$ cat src/rtl/ircb_pkg.sv
// Package: shared types and host register offsets for the indirect command bridge.
// Assumes a 2-bit host offset space.
package ircb_pkg;

    typedef enum logic [1:0] {
        CLS_RSV = 2'd0,
        CLS_WO  = 2'd1,
        CLS_RO  = 2'd2
    } win_class_e;

    localparam logic [1:0] OFF_DLO  = 2'd0;
    localparam logic [1:0] OFF_DHI  = 2'd1;
    localparam logic [1:0] OFF_CTRL = 2'd2;
    localparam logic [1:0] OFF_STAT = 2'd3;

    localparam int STAT_BUSY_BIT = 0;
    localparam int STAT_ERR_BIT  = 1;

endpackage

$ cat src/rtl/ircb_win_decode.sv
// Module: sorts a window address into write-only, read-only or reserved.
// Assumes the ranges do not overlap. Read-only hits are checked first.
module ircb_win_decode
    import ircb_pkg::*;
#(
    parameter int ADDR_W = 12,
    parameter int NWO    = 3,
    parameter int NRO    = 2,
    parameter int WO_LO [NWO] = '{32'h400, 32'h500, 32'h5A0},
    parameter int WO_HI [NWO] = '{32'h487, 32'h587, 32'h5A2},
    parameter int RO_LO [NRO] = '{32'h200, 32'h5A3},
    parameter int RO_HI [NRO] = '{32'h200, 32'h5A6}
) (
    input  logic [ADDR_W-1:0] addr,
    output win_class_e        cls
);

    logic [NWO-1:0] wo_hit;
    logic [NRO-1:0] ro_hit;

    // One range comparator per write-only window.
    for (genvar g = 0; g < NWO; g++) begin : g_wo
        assign wo_hit[g] = (addr >= ADDR_W'(WO_LO[g])) && (addr <= ADDR_W'(WO_HI[g]));
    end

    // One range comparator per read-only window.
    for (genvar g = 0; g < NRO; g++) begin : g_ro
        assign ro_hit[g] = (addr >= ADDR_W'(RO_LO[g])) && (addr <= ADDR_W'(RO_HI[g]));
    end

    // Merge the range hits into a single class.
    always_comb begin
        if (|ro_hit)      cls = CLS_RO;
        else if (|wo_hit) cls = CLS_WO;
        else              cls = CLS_RSV;
    end

endmodule

$ cat src/rtl/ircb_sequencer.sv
// Module: runs one internal access. It holds the request until ready, then waits for the response.
// Assumes the target answers every accepted request, reads and writes alike, with one rsp_valid pulse.
module ircb_sequencer #(
    parameter int FID_W  = 16,
    parameter int ADDR_W = 12,
    parameter int DW     = 32
) (
    input  logic              clk,
    input  logic              rst_n,
    input  logic              launch,
    input  logic              launch_write,
    input  logic [ADDR_W-1:0] launch_addr,
    input  logic [FID_W-1:0]  launch_fid,
    input  logic [DW-1:0]     launch_wdata,
    output logic              busy,
    output logic              rd_done,
    output logic              req_valid,
    input  logic              req_ready,
    output logic              req_write,
    output logic [ADDR_W-1:0] req_addr,
    output logic [FID_W-1:0]  req_fid,
    output logic [DW-1:0]     req_wdata,
    input  logic              rsp_valid
);

    typedef enum logic [1:0] {S_IDLE, S_REQ, S_WAIT} seq_state_e;
    seq_state_e state_q;

    // Step through idle, request and wait-for-response.
    always_ff @(posedge clk) begin
        if (!rst_n) begin
            state_q <= S_IDLE;
        end else begin
            case (state_q)
                S_IDLE:  if (launch)    state_q <= S_REQ;
                S_REQ:   if (req_ready) state_q <= S_WAIT;
                S_WAIT:  if (rsp_valid) state_q <= S_IDLE;
                default:                state_q <= S_IDLE;
            endcase
        end
    end

    // Capture the request fields once, at launch.
    always_ff @(posedge clk) begin
        if (!rst_n) begin
            req_write <= 1'b0;
            req_addr  <= '0;
            req_fid   <= '0;
            req_wdata <= '0;
        end else if (launch && state_q == S_IDLE) begin
            req_write <= launch_write;
            req_addr  <= launch_addr;
            req_fid   <= launch_fid;
            req_wdata <= launch_wdata;
        end
    end

    assign req_valid = (state_q == S_REQ);
    assign busy      = (state_q != S_IDLE);
    assign rd_done   = (state_q == S_WAIT) && rsp_valid && !req_write;


    req_hold_chk: assert property (@(posedge clk) disable iff (!rst_n)
        req_valid && !req_ready |=> req_valid && $stable(req_addr) && $stable(req_fid)
                                    && $stable(req_wdata) && $stable(req_write));


    req_in_busy_chk: assert property (@(posedge clk) disable iff (!rst_n)
        req_valid |-> busy);

endmodule

$ cat src/rtl/ircb_bridge.sv
// Module: host-facing indirect command bridge. It stages data, decodes the control word,
// applies the access-class rules and holds the data and status registers.
// Assumes the host bus width DW covers the 32-bit control word layout.
module ircb_bridge
    import ircb_pkg::*;
#(
    parameter int FID_W  = 16,
    parameter int ADDR_W = 12,
    parameter int DW     = 32
) (
    input  logic              clk,
    input  logic              rst_n,
    input  logic              host_we,
    input  logic [1:0]        host_addr,
    input  logic [DW-1:0]     host_wdata,
    output logic [DW-1:0]     host_rdata,
    output logic              req_valid,
    input  logic              req_ready,
    output logic              req_write,
    output logic [ADDR_W-1:0] req_addr,
    output logic [FID_W-1:0]  req_fid,
    output logic [DW-1:0]     req_wdata,
    input  logic              rsp_valid,
    input  logic [2*DW-1:0]   rsp_data
);

    localparam int ADDR_LSB = FID_W;
    localparam int CMD_BIT  = DW - 1;

    logic [DW-1:0]     dlo_q, dhi_q;
    logic              err_q;
    logic              busy, rd_done;
    logic              ctrl_wr, stat_wr, dlo_wr;
    logic              cmd_write;
    logic [ADDR_W-1:0] win_addr;
    logic [FID_W-1:0]  win_fid;
    win_class_e        cls;
    logic              launch, zero_fill, err_set, err_clr;

    // Split the host write data into control fields.
    always_comb begin
        ctrl_wr   = host_we && (host_addr == OFF_CTRL);
        stat_wr   = host_we && (host_addr == OFF_STAT);
        dlo_wr    = host_we && (host_addr == OFF_DLO);
        cmd_write = host_wdata[CMD_BIT];
        win_addr  = host_wdata[ADDR_LSB +: ADDR_W];
        win_fid   = host_wdata[0 +: FID_W];
    end

    ircb_win_decode #(.ADDR_W(ADDR_W)) u_decode (
        .addr (win_addr),
        .cls  (cls)
    );

    // Apply the access-class rules to a control write.
    always_comb begin
        launch    = ctrl_wr && !busy &&
                    ((cmd_write && cls == CLS_WO) || (!cmd_write && cls == CLS_RO));
        zero_fill = ctrl_wr && !busy && !cmd_write && (cls != CLS_RO);
        err_set   = ctrl_wr && (busy || (cmd_write && cls != CLS_WO) ||
                                (!cmd_write && cls == CLS_WO));
        err_clr   = stat_wr && host_wdata[STAT_ERR_BIT];
    end

    ircb_sequencer #(.FID_W(FID_W), .ADDR_W(ADDR_W), .DW(DW)) u_seq (
        .clk          (clk),
        .rst_n        (rst_n),
        .launch       (launch),
        .launch_write (cmd_write),
        .launch_addr  (win_addr),
        .launch_fid   (win_fid),
        .launch_wdata (dlo_q),
        .busy         (busy),
        .rd_done      (rd_done),
        .req_valid    (req_valid),
        .req_ready    (req_ready),
        .req_write    (req_write),
        .req_addr     (req_addr),
        .req_fid      (req_fid),
        .req_wdata    (req_wdata),
        .rsp_valid    (rsp_valid)
    );

    // Update the data registers. A response wins over a host write.
    always_ff @(posedge clk) begin
        if (!rst_n) begin
            dlo_q <= '0;
            dhi_q <= '0;
        end else if (rd_done) begin
            dlo_q <= rsp_data[DW-1:0];
            dhi_q <= rsp_data[2*DW-1:DW];
        end else if (zero_fill) begin
            dlo_q <= '0;
            dhi_q <= '0;
        end else if (dlo_wr) begin
            dlo_q <= host_wdata;
        end
    end

    // Keep the sticky error flag. A set wins over a clear.
    always_ff @(posedge clk) begin
        if (!rst_n) err_q <= 1'b0;
        else        err_q <= (err_q && !err_clr) || err_set;
    end

    // Drive the host read mux.
    always_comb begin
        host_rdata = '0;
        case (host_addr)
            OFF_DLO:  host_rdata = dlo_q;
            OFF_DHI:  host_rdata = dhi_q;
            OFF_STAT: begin
                host_rdata[STAT_BUSY_BIT] = busy;
                host_rdata[STAT_ERR_BIT]  = err_q;
            end
            default:  host_rdata = '0;
        endcase
    end


    launch_fields_chk: assert property (@(posedge clk) disable iff (!rst_n)
        launch |=> req_valid && req_addr == $past(win_addr) && req_fid == $past(win_fid));


    drop_write_chk: assert property (@(posedge clk) disable iff (!rst_n)
        ctrl_wr && !busy && cmd_write && cls != CLS_WO |=> !req_valid && err_q);


    wo_read_zero_chk: assert property (@(posedge clk) disable iff (!rst_n)
        ctrl_wr && !busy && !cmd_write && cls == CLS_WO |=> dlo_q == '0 && dhi_q == '0 && err_q);


    busy_reject_chk: assert property (@(posedge clk) disable iff (!rst_n)
        ctrl_wr && busy |=> err_q);


    err_sticky_chk: assert property (@(posedge clk) disable iff (!rst_n)
        err_q && !err_clr |=> err_q);


    rsp_capture_chk: assert property (@(posedge clk) disable iff (!rst_n)
        rd_done |=> {dhi_q, dlo_q} == $past(rsp_data));

endmodule

$ cat config.mk
export PLATFORM = sky130hd
export DESIGN_NAME = ircb_bridge
export DESIGN_NICKNAME = d
export VERILOG_FILES = /design/src/rtl/ircb_pkg.sv /design/src/rtl/ircb_win_decode.sv /design/src/rtl/ircb_sequencer.sv /design/src/rtl/ircb_bridge.sv
export SDC_FILE = /design/constraint.sdc
export NUM_CORES = 1
export LEC_CHECK = 0
export CAP_MARGIN = 20
export CORE_ASPECT_RATIO = 1.5
export CORE_MARGIN = 2
export CORE_UTILIZATION = 45
export DETAILED_ROUTE_END_ITERATION = 10
export PLACE_DENSITY_LB_ADDON = 0.12
export SYNTH_ARGS = -nofsm -noshare
export SYNTH_HDL_FRONTEND = slang
export SYNTH_SLANG_ARGS = --single-unit
$ cat constraint.sdc
create_clock -name clk -period 2.6 [get_ports clk]
set_clock_uncertainty 0.15 [all_clocks]
set_input_delay 0.52 -clock clk [delete_from_list [all_inputs] [get_ports clk]]
set_output_delay 0.52 -clock clk [all_outputs]
set_load 0.01 [all_outputs]
==> results.ini, run 1 <==
[grt]
grt_overflow_total = 0
antenna_found_initial = 0
grt_pass1_wl_um = 26300
first_global_vias = 5293
grt_max_degree = 73
global_route.usage.total = 0.254

[worst_setup_path]
crit_type = input port to register
critical_path.max_fanout = 31
cp_top_family = buffers and inverters
crit_path_top_delay_cell = sky130_fd_sc_hd__clkdlybuf4s50_1
crit_path_start_kind = input port
ff2ff_path_depth = 5
worst_ep_arrival_time_ns = 2.69
cp.depth = 7
critical_path.endpoint_type = register
cp_cell_sequence = clkdlybuf4s50_1 > and4b_1 > and3_1 > o311a_4 > o211ai_4 > buf_12 > mux2i_1
cp.required_ns = 2.78
crit_path_largest_cell_delay_ns = 0.54
worst-path-buf-inv = 2

[run_status]
run_status = finished, final reports clean

[routing]
detail_route.drc_violations = 0
detail_route.wirelength_um = 17200
antenna_violating_nets_post_route = 0
wire_per_inst_um = 17.6
drt_pre_antenna_iters = 4
detailroute.via_count = 5145
first_iter_violations = 151
post_drt_via_cell_ratio = 5.27

[timing]
worst_slack_ns = 0.0838
finalWorstPathRequiredPeriod_ns = 2.52
grt_setup_unrepaired = false
finalHoldViolations = 0
finalSetupViolCount = 0
slew_viol_final = 0
timing.slew.headroom = 0.541
max_clock_freq_ghz = 0.397
slew_of_the_pin_with_the_lowest_slew_margin_ns = 0.689
post-route-period-util = 0.968

[logic_synthesis]
seq_area_frac_synth = 0.452
syn_avg_cell_area_um2 = 9.43
ys_top_cells_by_area = sky130_fd_sc_hd__dfxtp_1, sky130_fd_sc_hd__mux2i_1, sky130_fd_sc_hd__nand2_1
yosysWarnings = 0
synth_largest_type_area_fraction = 0.452
syn_nets = 704
synth.largest_area_cell = sky130_fd_sc_hd__dfxtp_1
synth.cell_area_mm2 = 0.00567
synth_ff_type = sky130_fd_sc_hd__dfxtp_1
number_of_enable_flip_flop_cells_after_synthesis = 0
synthDistinctLibCells = 39
post_synth_most_frequent_cells = sky130_fd_sc_hd__dfxtp_1, sky130_fd_sc_hd__mux2i_1, sky130_fd_sc_hd__nand2_1
ys_ff_latch = 128
gate_count_of_the_mapped_netlist = 601
synth.most_common_cell = sky130_fd_sc_hd__dfxtp_1
synth_async_sr_flop_share = 0

[finish]
antenna-diode-count = 0
num-nets-final = 911
post_route_cells_drive_above_1_share = 0.105
area.growth.synth_to_final_pct = 51.6
layoutNonFillerInstCount = 977
multi_input_combinational_cell_area_mm2 = 0.00286
seqCellArea_mm2 = 0.00256
n_fill_cell = 985

[clock_tree]
holdBufCountCts = 0
clock_tree_from_tritoncts = yes
cts.path.max_buffers = 2
cts_post_setup_buffers_inserted = 0
clk_pin_slew_ns = 0.06
cts_root_buf = sky130_fd_sc_hd__clkbuf_16
clock_h_tree_levels = 4
number_of_sinks_driven_by_the_clock_tree = 128
worst_skew_pair.late_latency_ns = 0.40
cts_inserted_buffers = 17

[floorplan]
die_area_mm2 = 0.0135
dieWidth_um = 95.6
placement_rows = 50
floorplan.io_pins = 197
die_h_um = 141
initial_utilization = 0.458
core-area_mm2 = 0.0124

[pwr]
leakage_nw = 3.66
power.ir.vdd_worst_v = 0.000563
power_density_mw_per_mm2 = 578
power.total_w = 0.00497

[flow_run]
cap_viol_max_count = 0

[min_path]
hold_path_class = input port to register
hold_depth = 2

[place]
place.detailed.hpwl_um = 12600
numPortBuffers = 196
post-place-cells = 945
globalplace.congestion = 0.911
detailedPlace.worstSlack_ns = -0.304

[sequential cells by signal, indices dropped and copies added, names as in the netlist]
register,flops
u_seq.req_addr,12
u_seq.req_fid,16
dhi_q,32
u_seq.req_wdata,32
dlo_q,32
u_seq.state_q,2
u_seq.req_write,1
err_q,1
[power by group]
part	switching, W	internal (W)	total, W
Combinational	0.000217	0.000277	0.000494
Sequential	0.0000240	0.00199	0.00202
Clock	0.000894	0.00157	0.00246
[timing repair]
item / CTS / global route
setup endpoints to repair: 6 / 14
endpoints found under the hold margin: 0 / 0
gates resized for setup: 5 / 2
[worst paths after layout]
path / startpoint / end / slack, ns
worst max register to register: u_seq.state_q[0] / dhi_q[9] / 0.79
worst min-delay path: rst_n / u_seq.req_write / 0.28
worst max-delay path: host_wdata[25] / u_seq.req_wdata[2] / 0.08
worst min register to register: u_seq.req_wdata[23] / u_seq.req_wdata[23] / 0.31
[layout make-up]
cell class | count | area share
Tap cell | 156 | 0.0227
Multi-Input combinational cell | 423 | 0.332
Inverter | 2 | 0.000873
Timing Repair Buffer | 236 | 0.274
Sequential cell | 128 | 0.298
Clock buffer | 20 | 0.0531
Clock inverter | 12 | 0.0185
[logic make-up after synthesis]
kind of cell,count (synthesis),share of synthesized area
AND/OR/NAND/NOR,211,0.152
XOR/XNOR,1,0.00155
flip-flops,128,0.452
buffers and inverters,50,0.0477
multiplexers,124,0.219
AO/OA/AOI/OAI,87,0.128
[stage by stage]
step                       util  hold slack, ns  cell area [µm²]  setup TNS (ns)
after global routing      0.694           0.271             8600               0
after CTS                 0.694           0.263             8590               0
after global placement    0.644           0.295             7980          -17.70
after detailed placement  0.644           0.302             7980          -27.21
after floorplan               -           0.295             5670               0
final                     0.694           0.276             8600               0
[metal layers]
| metal | wire length, µm | up-vias | part of all wire | global-route usage |
|---|---|---|---|---|
| met5 | 0 | - | 0 | 0 |
| met4 | 595 | 0 | 0.035 | 0.117 |
| met3 | 919 | 30 | 0.053 | 0.0505 |
| met2 | 9200 | 163 | 0.53 | 0.472 |
| met1 | 6510 | 2428 | 0.38 | 0.266 |
| li1 | - | 2524 | - | - |
[cells in the final DEF, fill, tap and decap left out, types with 2 or more instances in the layout]
cell type                         instances
sky130_fd_sc_hd__or2_2                    2
sky130_fd_sc_hd__a21oi_1                  4
sky130_fd_sc_hd__a211o_1                  2
sky130_fd_sc_hd__dlygate4sd2_1            4
sky130_fd_sc_hd__clkinvlp_4               2
sky130_fd_sc_hd__nand2b_1                 2
sky130_fd_sc_hd__mux2i_1                122
sky130_fd_sc_hd__inv_1                    2
sky130_fd_sc_hd__nand2_1                122
sky130_fd_sc_hd__bufinv_16                3
sky130_fd_sc_hd__clkinv_4                 4
sky130_fd_sc_hd__buf_12                   8
sky130_fd_sc_hd__nor3b_1                  2
sky130_fd_sc_hd__and3_1                   3
sky130_fd_sc_hd__dfxtp_1                128
sky130_fd_sc_hd__nor2_1                  67
sky130_fd_sc_hd__buf_4                   32
sky130_fd_sc_hd__mux2_2                   2
sky130_fd_sc_hd__a22o_1                  33
sky130_fd_sc_hd__clkbuf_8                 2
sky130_fd_sc_hd__nor4_1                   2
sky130_fd_sc_hd__clkbuf_16               17
sky130_fd_sc_hd__dlymetal6s2s_1           2
sky130_fd_sc_hd__o21ai_0                  3
sky130_fd_sc_hd__clkdlybuf4s50_1        188
sky130_fd_sc_hd__a21o_1                   2
sky130_fd_sc_hd__nor4b_1                  2
sky130_fd_sc_hd__clkinv_2                 2
sky130_fd_sc_hd__a211oi_1                31
(Power assumes the default switching activity.)
==> run 2, diff against run 1 <==
- CORE_UTILIZATION: 45 -> 50
- DONT_BUFFER_PORTS: not set -> 1
==> results.ini, run 2 (same netlist as run 1, synthesis figures left out) <==
[clock_tree]
holdBufCountCts = 0
cts_inserted_buffers = 17
clock_h_tree_levels = 4
clock_tree_from_tritoncts = yes
postCtsResizedCells = 0
clk_pin_slew_ns = 0.06
worst_skew_pair.late_latency_ns = 0.40
cts.path.max_buffers = 2
cts_post_setup_buffers_inserted = 0
number_of_sinks_driven_by_the_clock_tree = 128
cts_root_buf = sky130_fd_sc_hd__clkbuf_16

[timing]
finalHoldWorstSlack_ns = 0.0863
slew_viol_final = 0
finalWorstPathRequiredPeriod_ns = 2.02
post-route-period-util = 0.776
slew_of_the_pin_with_the_lowest_slew_margin_ns = 0.861
final.setup.tns_ns = 0
max_clock_freq_ghz = 0.496
finalSetupViolCount = 0
timing.slew.headroom = 0.425
finalHoldViolations = 0
grt_setup_unrepaired = false

[finish]
mostFrequentLayoutCells = sky130_fd_sc_hd__dfxtp_1, sky130_fd_sc_hd__mux2i_1, sky130_fd_sc_hd__nand2_1, sky130_fd_sc_hd__nor2_1, sky130_fd_sc_hd__a22o_1
n_fill_cell = 1038
final_common_cell = sky130_fd_sc_hd__dfxtp_1
antenna-diode-count = 0
multi_input_combinational_cell_area_mm2 = 0.00287
reg_top3 = dhi_q (32), dlo_q (32), u_seq.req_wdata (32)
num-nets-final = 682
post_route_cells_drive_above_1_share = 0.0831
area.growth.synth_to_final_pct = 10.9
seqCellArea_mm2 = 0.00256

[floorplan]
placement_rows = 47
die_h_um = 134
core-area_mm2 = 0.0111
dieWidth_um = 90.9
die_area_mm2 = 0.0122
initial_utilization = 0.513
floorplan.io_pins = 197

[worst_setup_path]
critical_path.max_fanout = 35
critical_path.endpoint_type = register
r2r_slack_ns = 0.58
crit_path_top_delay_cell = sky130_fd_sc_hd__o211a_4
timing.rr.start = u_seq.req_write
worst-path-buf-inv = 1
cp_cell_sequence = nor2_1 > nand3_2 > buf_4 > o211a_4 > a22o_1
cp_top_family = compound AO/OA/AOI/OAI gates
ff2ff_path_depth = 5
worstReg2RegEnd = dhi_q[16]
critPathLaunch = u_seq.req_write
crit_type = register to register
crit_path_largest_cell_delay_ns = 0.53
cp.required_ns = 2.79
worst_ep_arrival_time_ns = 2.21
crit_path_start_kind = register

[routing]
wire_per_inst_um = 20.3
wl_met1_um = 5780
route.top_layer_used = met4
post_drt_via_cell_ratio = 5.79
detail_route.drc_violations = 0
dr_wl_met3_um = 1140
detailroute.via_count = 4264
first_iter_violations = 171
wl_met2_um = 7770
drt_pre_antenna_iters = 5
detail_route.wirelength_um = 14900
antenna_violating_nets_post_route = 0

[grt]
global_route.usage.total = 0.240
grt_overflow_total = 0
first_global_vias = 4234
antenna_found_initial = 0
grt_max_degree = 125
grt_pass1_wl_um = 22900

[min_path]
hold_depth = 1
hold_path_class = input port to register
hold_path_startpoint = rsp_data[32]
hold_end = dhi_q[0]

[run_status]
run_status = finished, final reports clean

[pwr]
power.ir.vdd_worst_v = 0.000406
leakage_nw = 2.70
swShare = 0.214
internal_power_w = 0.00357
share_comb_of_total_power = 0.040
seqPwrFrac = 0.445
power_density_mw_per_mm2 = 722
power.clock.fraction = 0.515
power.total_w = 0.00454
power.net_switching_w = 0.000972

[place]
place.detailed.hpwl_um = 10300
globalplace.congestion = 0.797
numPortBuffers = 0

[flow_run]
cap_viol_max_count = 0

[run 2: changes by cell type in the layout (fill, tap and decap cells not counted), moves of 2 or more]
cell / delta
sky130_fd_sc_hd__buf_4: -28
sky130_fd_sc_hd__dlymetal6s2s_1: -2
sky130_fd_sc_hd__dlygate4sd2_1: -4
sky130_fd_sc_hd__clkinv_2: +4
sky130_fd_sc_hd__clkinv_4: -4
sky130_fd_sc_hd__clkdlybuf4s50_1: -188
sky130_fd_sc_hd__buf_12: -5
sky130_fd_sc_hd__clkbuf_8: -2
[run 2: stage by stage]
stage	cells	cell area [µm²]	setup WS [ns]	util
after CTS	737	6290	0.594	0.569
after detailed placement	707	5710	0.226	0.517
after global placement	707	5710	0.333	0.517
after floorplan	601	5670	0.333	-
final	737	6290	0.583	0.569
after global routing	737	6290	0.474	0.569
[run 2: final cells by class]
cell class,instances,area share
clock buffer,18,0.0683
tap,147,0.0293
clock inverter,12,0.0229
timing repair buffer,7,0.0143
inverter,2,0.00119
multi-input combinational,423,0.457
sequential,128,0.408
[run 2: worst max-delay path by stage]
stage	end	cells after the start
finish	dhi_q[16]	5
global route	dhi_q[16]	5
CTS	dhi_q[16]	5
detailed placement	dhi_q[16]	5
global placement	dhi_q[4]	5
floorplan	host_rdata[10]	4
[run 2: power by group through the flow]
stage | Combinational (W) | Sequential [W] | Clock [W]
floorplan | 0.000201 | 0.00205 | 0
global placement | 0.000180 | 0.00206 | 0
detailed placement | 0.000184 | 0.00206 | 0
CTS | 0.000185 | 0.00202 | 0.00238
global route | 0.000201 | 0.00202 | 0.00247
finish | 0.000182 | 0.00202 | 0.00234
[run 2: metal layers]
layer / global-route usage / vias up
met4: 0.0884 / 0
met3: 0.0770 / 18
met1: 0.266 / 2034
met5: 0 / -
li1: - / 2049
met2: 0.429 / 163
